File: config.mk
export PLATFORM = sky130hd
export DESIGN_NAME = ptr_tag_strip
export DESIGN_NICKNAME = d
export VERILOG_FILES = /design/src/rtl/ptr_tag_strip.sv
export SDC_FILE = /design/constraint.sdc
export NUM_CORES = 1
export LEC_CHECK = 0
export ABC_AREA = 1
export BUFFER_PORTS_ARGS = -buffer_cell sky130_fd_sc_hd__buf_2
export CAP_MARGIN = 30
export CELL_PAD_IN_SITES_DETAIL_PLACEMENT = 2
export CELL_PAD_IN_SITES_GLOBAL_PLACEMENT = 2
export CORE_ASPECT_RATIO = 0.9
export CORE_MARGIN = 1
export CORE_UTILIZATION = 20
export CTS_CLUSTER_DIAMETER = 60
export DETAILED_ROUTE_END_ITERATION = 8
export PLACE_DENSITY_LB_ADDON = 0.3
export SYNTH_ARGS = -nofsm -noshare
export SYNTH_HDL_FRONTEND = slang
export SYNTH_SLANG_ARGS = --single-unit
File: constraint.sdc
create_clock -name clk -period 1.55 [get_ports clk]
set_input_delay 0.31 -clock clk [delete_from_list [all_inputs] [get_ports clk]]
set_output_delay 0.31 -clock clk [all_outputs]
set_load 0.05 [all_outputs]
File: src/rtl/ptr_tag_strip.sv
module ptr_tag_strip #(
  parameter int PA_BITS = 46
) (
  input  logic        clk,
  input  logic        rst_n,
  input  logic        in_valid,
  output logic        in_ready,
  input  logic [63:0] in_addr,
  input  logic        cap_en,
  input  logic        u57_en,
  input  logic        u48_en,
  input  logic        sup_en,
  input  logic        la57_en,
  input  logic        lma_en,
  output logic        out_valid,
  input  logic        out_ready,
  output logic [63:0] out_addr,
  output logic        out_gp,
  output logic [63:0] out_orig,
  input  logic [63:0] base_chk_data,
  output logic        base_chk_fault
);
  localparam logic [63:0] RSV_ALL = ~64'd0 << PA_BITS;
  localparam logic [63:0] TAG_EXEMPT = 64'h3 << 61;

  logic is_sup, en57, en48, mask_on, from56, ext_bit, relaxed_ok, full_ok, gp;
  logic [63:0] sx56, sx47, clean, rsv;

  assign is_sup  = in_addr[63];
  assign en57    = cap_en & u57_en;
  assign en48    = cap_en & u48_en & ~u57_en;
  assign mask_on = is_sup ? (cap_en & sup_en) : (en57 | en48);
  assign from56  = is_sup ? la57_en : en57;
  assign ext_bit = from56 ? in_addr[56] : in_addr[47];
  assign relaxed_ok = (ext_bit == in_addr[63]);

  assign sx56 = {{7{in_addr[56]}}, in_addr[56:0]};
  assign sx47 = {{16{in_addr[47]}}, in_addr[47:0]};

  assign full_ok = la57_en ? ((&in_addr[63:56]) | ~(|in_addr[63:56]))
                           : ((&in_addr[63:47]) | ~(|in_addr[63:47]));

  assign gp    = mask_on ? ~relaxed_ok : ~full_ok;
  assign clean = (mask_on & relaxed_ok) ? (from56 ? sx56 : sx47) : in_addr;

  assign in_ready = ~out_valid | out_ready;

  always_ff @(posedge clk) begin
    if (!rst_n) begin
      out_valid <= 1'b0;
      out_addr  <= '0;
      out_gp    <= 1'b0;
      out_orig  <= '0;
    end else if (in_ready) begin
      out_valid <= in_valid;
      if (in_valid) begin
        out_addr <= clean;
        out_gp   <= gp;
        out_orig <= in_addr;
      end
    end
  end

  assign rsv = cap_en ? (RSV_ALL & ~TAG_EXEMPT) : RSV_ALL;
  assign base_chk_fault = lma_en & (|(base_chk_data & rsv));

  p_hold_r2: assert property (@(posedge clk) disable iff (!rst_n)
    out_valid && !out_ready |=> out_valid && $stable(out_addr) && $stable(out_gp) && $stable(out_orig));

  p_accept_r11: assert property (@(posedge clk) disable iff (!rst_n)
    in_valid && in_ready |=> out_valid && out_orig == $past(in_addr));

  p_gp_orig_r7: assert property (@(posedge clk) disable iff (!rst_n)
    out_valid && out_gp |-> out_addr == out_orig);

  p_sign_keep_r3: assert property (@(posedge clk) disable iff (!rst_n)
    out_valid |-> out_addr[63] == out_orig[63]);

  p_low_keep_r4: assert property (@(posedge clk) disable iff (!rst_n)
    out_valid |-> out_addr[47:0] == out_orig[47:0]);

  p_nolm_r10: assert property (@(posedge clk) disable iff (!rst_n)
    !lma_en |-> !base_chk_fault);

  p_idle_r1: assert property (@(posedge clk)
    !rst_n |=> !out_valid);
endmodule

==> flow_metrics.env, run 1 <==
export IMPL_run_status="finished clean"
export IMPL_synth_ff_latch_count=82
export IMPL_synthCells=496
export IMPL_io_buffers=223
export IMPL_final_hold_worst_slack_ns=0.2244
export IMPL_rr_startpoint="out_valid"
export IMPL_most_common_cell_in_the_netlist="sky130_fd_sc_hd__nor2_1"
export IMPL_routed_wire_length_per_instance_um=15.16
export IMPL_routabilityCongestion=0.7748
export IMPL_dr_total_vias=3930
export IMPL_numPlacedInstances=900
export IMPL_detailed_place_hpwl_um=10630
export IMPL_cp_slowest_stage_delay_ns=0.26
export IMPL_ys_seq_area_share_pct=44.57
export IMPL_grt_max_degree=43
export IMPL_cts_tree="yes"
export IMPL_start_kind="input pin"
export IMPL_crit_path_to="base_chk_fault"
export IMPL_floorplan_core_area_sq_um=17840
export IMPL_postRouteWirelength_um=13890
export IMPL_async_reset_ff_share_pct=0
export IMPL_path_cells="buf_6 > nor4_4 > nand4_1 > o21ai_2 > inv_1 > buf_6"
export IMPL_rows=46
export IMPL_power_per_cell_area_nw_per_um2=1286
export IMPL_critical_path_top_cell_by_count="sky130_fd_sc_hd__buf_6"
export IMPL_clock_tree_root_cell="sky130_fd_sc_hd__clkbuf_16"
export IMPL_netlist_top_cells_count="109 x sky130_fd_sc_hd__nor2_1, 82 x sky130_fd_sc_hd__dfxtp_1, 72 x sky130_fd_sc_hd__o21ai_0, 49 x sky130_fd_sc_hd__buf_4, 45 x sky130_fd_sc_hd__nand2_1"
export IMPL_crit_path_start="base_chk_data[51]"
export IMPL_slowest_stage="sky130_fd_sc_hd__nor4_4"
export IMPL_die_width_um=145.1
export IMPL_cts_htree_levels=3
export IMPL_ir_worst_vdd_v=0.0005248
export IMPL_finClkSkew_ns=0.006002
export IMPL_global_route_usage_total_pct=14.39
export IMPL_num_fill_cells=2139
export IMPL_required_ns=1.24
export IMPL_syn_to_final_growth_pct=39.81
export IMPL_die_height_um=130.7
export IMPL_synth_area_leaders="sky130_fd_sc_hd__dfxtp_1 45%, sky130_fd_sc_hd__nor2_1 11%, sky130_fd_sc_hd__buf_4 10%, sky130_fd_sc_hd__o21ai_0 9.8%, sky130_fd_sc_hd__nand2_1 4.6%"
export IMPL_number_of_enable_flip_flop_cells_after_synthesis=0
export IMPL_timing_slew_headroom_pct=56.61
export IMPL_postCtsSetupRepairBufs=0
export IMPL_clock_insertion_delay_worst_skew_ns=0.34
export IMPL_min_period_ns=1.487
export IMPL_synthesis_yosys_warnings=0
export IMPL_grt_antenna_before_repair=0
export IMPL_syn_mean_instance_area_sq_um=7.426
export IMPL_placement_cell_area_sq_um=4752
export IMPL_path_class="input pin to output port"
export IMPL_worst_reg2reg_path_depth=7
export IMPL_timing_hold_worst_class="input pin to register"
export IMPL_timing_rr_end="out_addr[58]"
export IMPL_detail_route_iter0_violations=118
export IMPL_final_min_period_over_clock_period_pct=95.90
export IMPL_number_of_buffers_added_by_the_clock_tree_synthesis_step=9
export IMPL_critPathArrivalTime_ns=1.18
export IMPL_drtAntennaViolNets=0
export IMPL_grt_overflow_total=0
export IMPL_ctsHoldBuffers=0
export IMPL_clock_sinks=82
export IMPL_post_route_cells_drive_above_1_share_pct=40.53
export IMPL_vias_per_cell=4.290
export IMPL_p_leak_uw=0.002600
export IMPL_cts_reportedPaths_clkPinSlew_ns=0.06
export IMPL_ys_dominant_reg_cell="sky130_fd_sc_hd__dfxtp_1"
export IMPL_yosys_area_top_type_share_pct=44.57
export IMPL_finalHoldViolations=0
export IMPL_area_leader_netlist="sky130_fd_sc_hd__dfxtp_1"
export IMPL_drcViolationCount=0
export IMPL_via_count_of_the_first_global_routing_pass=4095
export IMPL_r2r_slack_ns=0.14
export IMPL_fmaxAchievable_mhz=672.7
export IMPL_diodes=0
export IMPL_grt_pass1_wl_um=21250
export IMPL_report_final_setup_viol=0
export IMPL_floorplan_initialDensity_pct=20.65
export IMPL_layout_nets=809
export IMPL_synth_cell_area_sq_um=3684
export IMPL_cap_viol_max_count=0
export IMPL_cts_max_path_buffers=2
export IMPL_max_slew_worst_pin_slew_ns=0.6468
export IMPL_layout_cells_non_filler=916
export IMPL_design_die_area_sq_um=18960
export IMPL_stdcell_area_sq_um=5150
export IMPL_multiInputGateArea_sq_um=1523
export IMPL_drt_pass1_iterations=4
export IMPL_timing_max_transition_violations_final=0
export IMPL_worst_path_max_fanout=1
export IMPL_register_area_sq_um=1643
export IMPL_synth_nets=634
export IMPL_crit_path_end_kind="output port"
export IMPL_num_io_pins=270
export IMPL_yosys_cell_types_count=29
## cell families (layout without fill, tap and decap cells)
family | count (synthesis) | in the layout | share of synthesized area [%]
AO/OA/AOI/OAI | 113 | 113 | 16.03
buffers and inverters | 102 | 282 | 15.90
flip-flops | 82 | 82 | 44.57
AND/OR/NAND/NOR | 199 | 199 | 23.51
## layout make-up
| class | count | area share, % |
|---|---|---|
| clock buffer | 11 | 4.713 |
| sequential | 82 | 31.90 |
| multi-input combinational | 312 | 29.57 |
| timing repair buffer | 237 | 24.32 |
| tap | 240 | 5.831 |
| inverter | 29 | 2.162 |
| clock inverter | 5 | 1.506 |
## sequential cells by signal (all words and copies together) (netlist names)
name,flops
out_addr,64
out_orig,16
out_gp,1
out_valid,1
## how the worst min path moves through the flow
| stage | slack (ns) | endpoint | cells after the start | from |
|---|---|---|---|---|
| 2_1_floorplan | 0.45 | out_addr[58] | 2 | in_addr[58] |
| 3_3_place_gp | 0.45 | out_addr[63] | 2 | out_addr[63] |
| 3_5_place_dp | 0.46 | out_orig[63] | 2 | out_orig[63] |
| 4_1_cts | 0.21 | out_addr[19] | 3 | in_addr[19] |
| 5_1_grt | 0.23 | out_addr[2] | 3 | in_addr[2] |
| 6_report | 0.22 | out_addr[19] | 3 | in_addr[19] |
## per-layer routing
| metal | vias to the layer above | GRT usage, % | routed length, um |
|---|---|---|---|
| li1 | 1915 | - | - |
| met1 | 1874 | 15.79 | 5690 |
| met2 | 123 | 26.89 | 7277 |
| met3 | 18 | 3.819 | 688 |
| met4 | 0 | 5.325 | 235 |
| met5 | - | 0 | 0 |
## through the flow
step | setup WS (ns) | total power [uW] | TNS [ns] | util [%]
after global placement | -0.02795 | 4267 | -0.02827 | 26.63
after global routing | -0.001652 | 6942 | -0.001652 | 28.86
after floorplan | 0.03919 | 3888 | 0 | -
after detailed placement | -0.1209 | 4323 | -0.6490 | 26.63
final | 0.06350 | 6624 | 0 | 28.86
after CTS | 0.009426 | 6736 | 0 | 28.50
## placed cells by master (no fill, tap or decap), types with 3 or more instances in the layout
master,count
sky130_fd_sc_hd__o21ai_0,71
sky130_fd_sc_hd__inv_1,25
sky130_fd_sc_hd__buf_2,218
sky130_fd_sc_hd__nand4_1,3
sky130_fd_sc_hd__nand2_1,45
sky130_fd_sc_hd__a21oi_1,31
sky130_fd_sc_hd__nor2_1,109
sky130_fd_sc_hd__nand3_2,3
sky130_fd_sc_hd__nor3_1,3
sky130_fd_sc_hd__dfxtp_1,81
sky130_fd_sc_hd__buf_4,14
sky130_fd_sc_hd__clkbuf_16,9
sky130_fd_sc_hd__buf_6,5
sky130_fd_sc_hd__a22oi_1,7
sky130_fd_sc_hd__nand3_1,22
## timing repair
action | in CTS | in global routing
pin swaps | 2 | 6
gates cloned | 0 | 0
setup endpoints to repair | 1 | 1
resized for setup | 4 | 10
## report_power, final
part	internal (uW)	switching, uW	leakage, uW
Sequential	2280	106	0.000680
Combinational	440	1450	0.00176
Clock	1450	902	0.000156
Total	4170	2460	0.00260
## critical path: cells and delay by family
family / cells / cell delay [ns]
AOI/OAI and AO/OA: 1 / 0.15
buffers and inverters: 3 / 0.32
and+or+nand+nor: 2 / 0.40
Power figures use the tool's default switching activity.
==> inputs of run 2 (changes only) <==
Settings changed: CTS_CLUSTER_SIZE set to 8.
Clock period 1.55 ns to 1.6 ns, I/O delays scaled along.
==> run 2 against run 1 <==
Net effect:
- hold slack improved by 0.0044 ns
- clock skew barely moved
- critical path depth did not move
- non-clock buffer count fell by 1
- power fell by 7.5%
- sequential power fell by 3%
- worst setup slack improved by 0.031 ns
- first-iteration DRC count fell by 19%
- utilization fell by 0.48 points
- via count rose by 0.46%
- critical endpoint unchanged
- largest power group unchanged
==> flow_metrics.env, run 2 (synthesized netlist as in run 1, its figures left out) <==
export IMPL_path_class="input pin to output port"
export IMPL_drcViolationCount=0
export IMPL_report_final_setup_viol=0
export IMPL_register_with_the_most_flip_flops="out_addr"
export IMPL_detail_route_iter0_violations=95
export IMPL_critPathArrivalTime_ns=1.19
export IMPL_max_slew_worst_pin_slew_ns=0.4866
export IMPL_floorplan_initialDensity_pct=20.65
export IMPL_cts_reportedPaths_clkPinSlew_ns=0.06
export IMPL_final_min_period_over_clock_period_pct=94.07
export IMPL_cts_tree="yes"
export IMPL_run_status="finished clean"
export IMPL_largest_register_ff_count=64
export IMPL_required_ns=1.28
export IMPL_number_of_buffers_added_by_the_clock_tree_synthesis_step=9
export IMPL_layout_common_cells="222 x sky130_fd_sc_hd__buf_2, 109 x sky130_fd_sc_hd__nor2_1, 81 x sky130_fd_sc_hd__dfxtp_1"
export IMPL_power_per_cell_area_nw_per_um2=1210
export IMPL_via_count_of_the_first_global_routing_pass=4079
export IMPL_power_switching_fraction_pct=38.64
export IMPL_total_switching_power_uw=2368
export IMPL_grt_overflow_total=0
export IMPL_p_leak_uw=0.002576
export IMPL_die_width_um=145.1
export IMPL_cp_slowest_stage_delay_ns=0.26
export IMPL_clock_sinks=82
export IMPL_crit_family="simple AND/OR/NAND/NOR gates"
export IMPL_share_comb_of_total_power_pct=29.7
export IMPL_worst_path_max_fanout=1
export IMPL_grt_max_degree=64
export IMPL_global_route_usage_total_pct=14.61
export IMPL_postRouteWirelength_um=13910
export IMPL_syn_to_final_growth_pct=37.50
export IMPL_timing_max_transition_violations_final=0
export IMPL_detailed_place_hpwl_um=10680
export IMPL_crit_path_end_kind="output port"
export IMPL_path_cells="buf_2 > nor4_2 > nand4_1 > o21ai_1 > inv_1 > buf_6"
export IMPL_grt_antenna_before_repair=0
export IMPL_routabilityCongestion=0.7918
export IMPL_portion_of_total_power_attributed_to_the_clock_network_pct=32.7
export IMPL_slowest_stage="sky130_fd_sc_hd__nor4_2"
export IMPL_drt_pass1_iterations=4
export IMPL_num_io_pins=270
export IMPL_clock_insertion_delay_worst_skew_ns=0.34
export IMPL_die_height_um=130.7
export IMPL_layout_cells_most_common="sky130_fd_sc_hd__buf_2"
export IMPL_rows=46
export IMPL_timing_slew_headroom_pct=67.38
export IMPL_io_buffers=223
export IMPL_ir_worst_vdd_v=0.0005057
export IMPL_p_seq_share_pct=37.6
export IMPL_design_die_area_sq_um=18960
export IMPL_grt_pass1_wl_um=21610
export IMPL_p_total_uw=6128
export IMPL_drtAntennaViolNets=0
export IMPL_vias_per_cell=4.315
export IMPL_internal_power_uw=3760
export IMPL_clock_tree_root_cell="sky130_fd_sc_hd__clkbuf_16"
export IMPL_min_period_ns=1.505
export IMPL_final_hold_worst_slack_ns=0.2287
export IMPL_cap_viol_max_count=0
export IMPL_finalHoldViolations=0
export IMPL_cts_max_path_buffers=2
export IMPL_fmaxAchievable_mhz=664.4
export IMPL_cts_htree_levels=3
export IMPL_post_route_cells_drive_above_1_share_pct=40.30
export IMPL_dr_total_vias=3948
export IMPL_biggest_registers_after_layout="out_addr (64), out_orig (16)"
export IMPL_timing_hold_worst_class="input pin to register"
export IMPL_layout_nets=808
export IMPL_routed_wire_length_per_instance_um=15.20
export IMPL_floorplan_core_area_sq_um=17840
export IMPL_finClkSkew_ns=0.005558
export IMPL_diodes=0
export IMPL_postCtsSetupRepairBufs=0
export IMPL_start_kind="input pin"
export IMPL_worstPathBufferInverterCount=3
[run 2: repair_timing]
item / 4_1_cts / 5_1_grt
hold buffers: 0 / 0
endpoints found under the setup margin: 1 / 1
endpoints found under the hold margin: 0 / 0
pin swaps: 0 / 2
resized for setup: 2 / 6
[run 2: power groups by stage]
| stage | combinational (uW) | clock [uW] | sequential (uW) |
|---|---|---|---|
| final | 1820 | 2000 | 2300 |
| after global routing | 1940 | 2190 | 2330 |
| after CTS | 1840 | 2120 | 2310 |
| after detailed placement | 1830 | 0 | 2350 |
| after global placement | 1790 | 0 | 2340 |
| after floorplan | 865 | 0 | 2900 |
[run 2: per-stage QoR]
| stage | worst slack, ns | std cells | instance area (sq um) | TNS (ns) | utilization, % |
|---|---|---|---|---|---|
| floorplan | 0.0003276 | 496 | 3690 | 0 | - |
| global placement | 0.04738 | 899 | 4742 | 0 | 26.58 |
| detailed placement | -0.03210 | 899 | 4742 | -0.04064 | 26.58 |
| CTS | 0.01379 | 915 | 5034 | 0 | 28.21 |
| global route | -0.002216 | 915 | 5065 | -0.002216 | 28.39 |
| finish | 0.09482 | 915 | 5065 | 0 | 28.39 |
[run 2: final timing paths]
kind                     startpoint              to  slack [ns]  cells past startpoint
setup / recovery  base_chk_data[55]  base_chk_fault        0.09                      6
hold / removal          in_addr[42]    out_addr[42]        0.23                      3
setup reg to reg          out_valid    out_addr[57]        0.15                      7
hold reg to reg        out_orig[63]    out_orig[63]        0.47                      2
[run 2: layer usage]
layer	GRT usage, %	wire length [um]	up-vias
met2	27.46	7194	124
met5	0	0	-
met1	15.99	5760	1899
met4	4.582	194	0
met3	4.236	760	12
li1	-	-	1913
[run 2: layout make-up]
type | instances | area [sq um]
Fill cell | 2148 | 12780
Sequential cell | 82 | 1643
Timing Repair Buffer | 236 | 1232
Clock inverter | 4 | 26.28
Clock buffer | 12 | 256.5
Multi-Input combinational cell | 312 | 1495
Inverter | 29 | 111.4
Tap cell | 240 | 300.3
[run 2: tightest hold or removal path: stages]
cell and delay [ns]:
sky130_fd_sc_hd__buf_2 0.07, sky130_fd_sc_hd__o21ai_0 0.07, sky130_fd_sc_hd__nor2_1 0.07
==> inputs of run 3 (changes only) <==
Settings changed: SETUP_SLACK_MARGIN set to 0.1.
==> run 3 against run 2 <==
Net effect:
- non-clock buffer count up 5
- sequential power about the same
- critical path type unchanged
- clock skew down 0.0020 ns
- hold slack better by 0.0034 ns
- sequential share of layout area down 0.55 points
- clock power up 3%
- clock-buffer cell count down 2
- via count down 0.99%
- final area up 1.7%
- first-iteration DRC count up 16%
- the run now ends with setup timing left
- die area unchanged
==> flow_metrics.env, run 3 (synthesized netlist as in run 1, its figures left out) <==
export IMPL_run_status="finished with violations"
export IMPL_failed_checks="setup timing"
export IMPL_register_with_the_most_flip_flops="out_addr"
export IMPL_grt_max_degree=49
export IMPL_design_die_area_sq_um=18960
export IMPL_p_leak_uw=0.002601
export IMPL_diodes=0
export IMPL_floorplan_initialDensity_pct=20.65
export IMPL_drcViolationCount=0
export IMPL_layout_cells_non_filler=917
export IMPL_fin_ws_ns=-0.05285
export IMPL_min_period_ns=1.653
export IMPL_global_route_usage_total_pct=14.70
export IMPL_numPlacedInstances=904
export IMPL_grt_met3_usage_pct=5.347
export IMPL_placement_cell_area_sq_um=4782
export IMPL_floorplan_core_area_sq_um=17840
export IMPL_clock_insertion_delay_worst_skew_ns=0.34
export IMPL_worst_path_max_fanout=1
export IMPL_layout_common_cells="218 x sky130_fd_sc_hd__buf_2, 109 x sky130_fd_sc_hd__nor2_1, 81 x sky130_fd_sc_hd__dfxtp_1"
export IMPL_crit_path_end_kind="output port"
export IMPL_clock_sinks=82
export IMPL_timing_hold_worst_class="input pin to register"
export IMPL_cts_reportedPaths_clkPinSlew_ns=0.06
export IMPL_number_of_buffers_added_by_the_clock_tree_synthesis_step=9
export IMPL_cts_tree="yes"
export IMPL_clock_tree_root_cell="sky130_fd_sc_hd__clkbuf_16"
export IMPL_fmaxAchievable_mhz=605.0
export IMPL_post_route_cells_drive_above_1_share_pct=40.77
export IMPL_biggest_registers_after_layout="out_addr (64), out_orig (16)"
export IMPL_routabilityCongestion=0.7640
export IMPL_syn_to_final_growth_pct=39.88
export IMPL_num_io_pins=270
export IMPL_use_met2_pct=26.81
export IMPL_hold_path_startpoint="in_addr[41]"
export IMPL_routed_wire_length_per_instance_um=15.55
export IMPL_final_core_utilization_pct=28.88
export IMPL_cap_viol_max_count=0
export IMPL_grt_pass1_wl_um=21740
export IMPL_timing_slew_headroom_pct=73.92
export IMPL_die_height_um=130.7
export IMPL_critPathArrivalTime_ns=1.33
export IMPL_timing_max_transition_violations_final=0
export IMPL_finClkSkew_ns=0.003516
export IMPL_rows=46
export IMPL_setup_repair_after_global_routing_missed_its_margin="yes"
export IMPL_vias_per_cell=4.263
export IMPL_layout_cells_most_common="sky130_fd_sc_hd__buf_2"
export IMPL_final_min_period_over_clock_period_pct=103.3
export IMPL_grt_antenna_before_repair=0
export IMPL_p_total_uw=6205
export IMPL_via_count_of_the_first_global_routing_pass=4147
export IMPL_layout_nets=813
export IMPL_drt_pass1_iterations=4
export IMPL_stdcell_area_sq_um=5152
export IMPL_postRouteWirelength_um=14260
export IMPL_die_width_um=145.1
export IMPL_dr_total_vias=3909
export IMPL_detail_route_iter0_violations=110
export IMPL_max_slew_worst_pin_slew_ns=0.3913
export IMPL_largest_register_ff_count=64
export IMPL_crit_path_start="base_chk_data[47]"
export IMPL_detailed_place_hpwl_um=10800
export IMPL_report_final_setup_viol=1
export IMPL_cts_max_path_buffers=2
export IMPL_drtAntennaViolNets=0
export IMPL_required_ns=1.28
export IMPL_io_buffers=223
export IMPL_cts_htree_levels=3
export IMPL_power_per_cell_area_nw_per_um2=1204
export IMPL_global_route_peak_usage_layer="met2"
export IMPL_ir_worst_vdd_v=0.0004715
export IMPL_setup_tns_final_ns=-0.05285
export IMPL_num_fill_cells=2156
export IMPL_start_kind="input pin"
export IMPL_rr_startpoint="out_valid"
export IMPL_grt_overflow_total=0
export IMPL_finalHoldViolations=0
export IMPL_path_class="input pin to output port"
export IMPL_grt_met1_usage_pct=16.66
run 3: cell types whose count changed in the layout (fill, tap and decap cells not counted), sizes merged:
cell	delta
buf	+5
clkinv	-2
clkbuf	-2
bufinv	+1
run 3: worst paths after layout:
kind	slack (ns)	end	cells after the start
hold reg to reg	0.46	out_addr[63]	2
hold / removal	0.23	out_addr[41]	3
setup / recovery	-0.05	base_chk_fault	6
setup reg to reg	0.26	out_addr[58]	7
run 3: metal layers:
metal / wire length, um / up-vias
met4: 143 / 0
li1: - / 1917
met1: 6035 / 1854
met5: 0 / -
met3: 868 / 12
met2: 7213 / 126
run 3: timing repair:
item	4_1_cts	5_1_grt
setup buffers	0	0
gates resized for setup	6	10
cloned	0	0
pin swaps	0	6
hold buffers	0	0
endpoints found under the setup margin	2	8
run 3: final cells by class:
cell class	instances	area (sq um)	share of cell area, %
sequential	82	1643	31.88
multi-input combinational	312	1530	29.70
timing repair buffer	241	1286	24.96
tap	240	300.3	5.828
clock buffer	10	239.0	4.638
inverter	29	111.4	2.161
clock inverter	3	42.54	0.8256
run 3: critical path, cell delays in order:
cell                      delay [ns]
sky130_fd_sc_hd__buf_2          0.11
sky130_fd_sc_hd__nor4_2         0.30
sky130_fd_sc_hd__nand4_1        0.17
sky130_fd_sc_hd__o21ai_1        0.19
sky130_fd_sc_hd__inv_1          0.09
sky130_fd_sc_hd__buf_6          0.16
run 3: power breakdown:
part	internal (uW)	switching, uW
clock	1220	827
combinational	435	1420
sequential	2200	100
run 3: metrics by stage:
| stage | worst slack, ns | hold WS, ns |
|---|---|---|
| after floorplan | 0.1098 | 0.4627 |
| after global placement | 0.01550 | 0.4555 |
| after detailed placement | -0.05628 | 0.4606 |
| after CTS | 0.09226 | 0.2187 |
| after global routing | -0.1033 | 0.2417 |
| final | -0.05285 | 0.2321 |
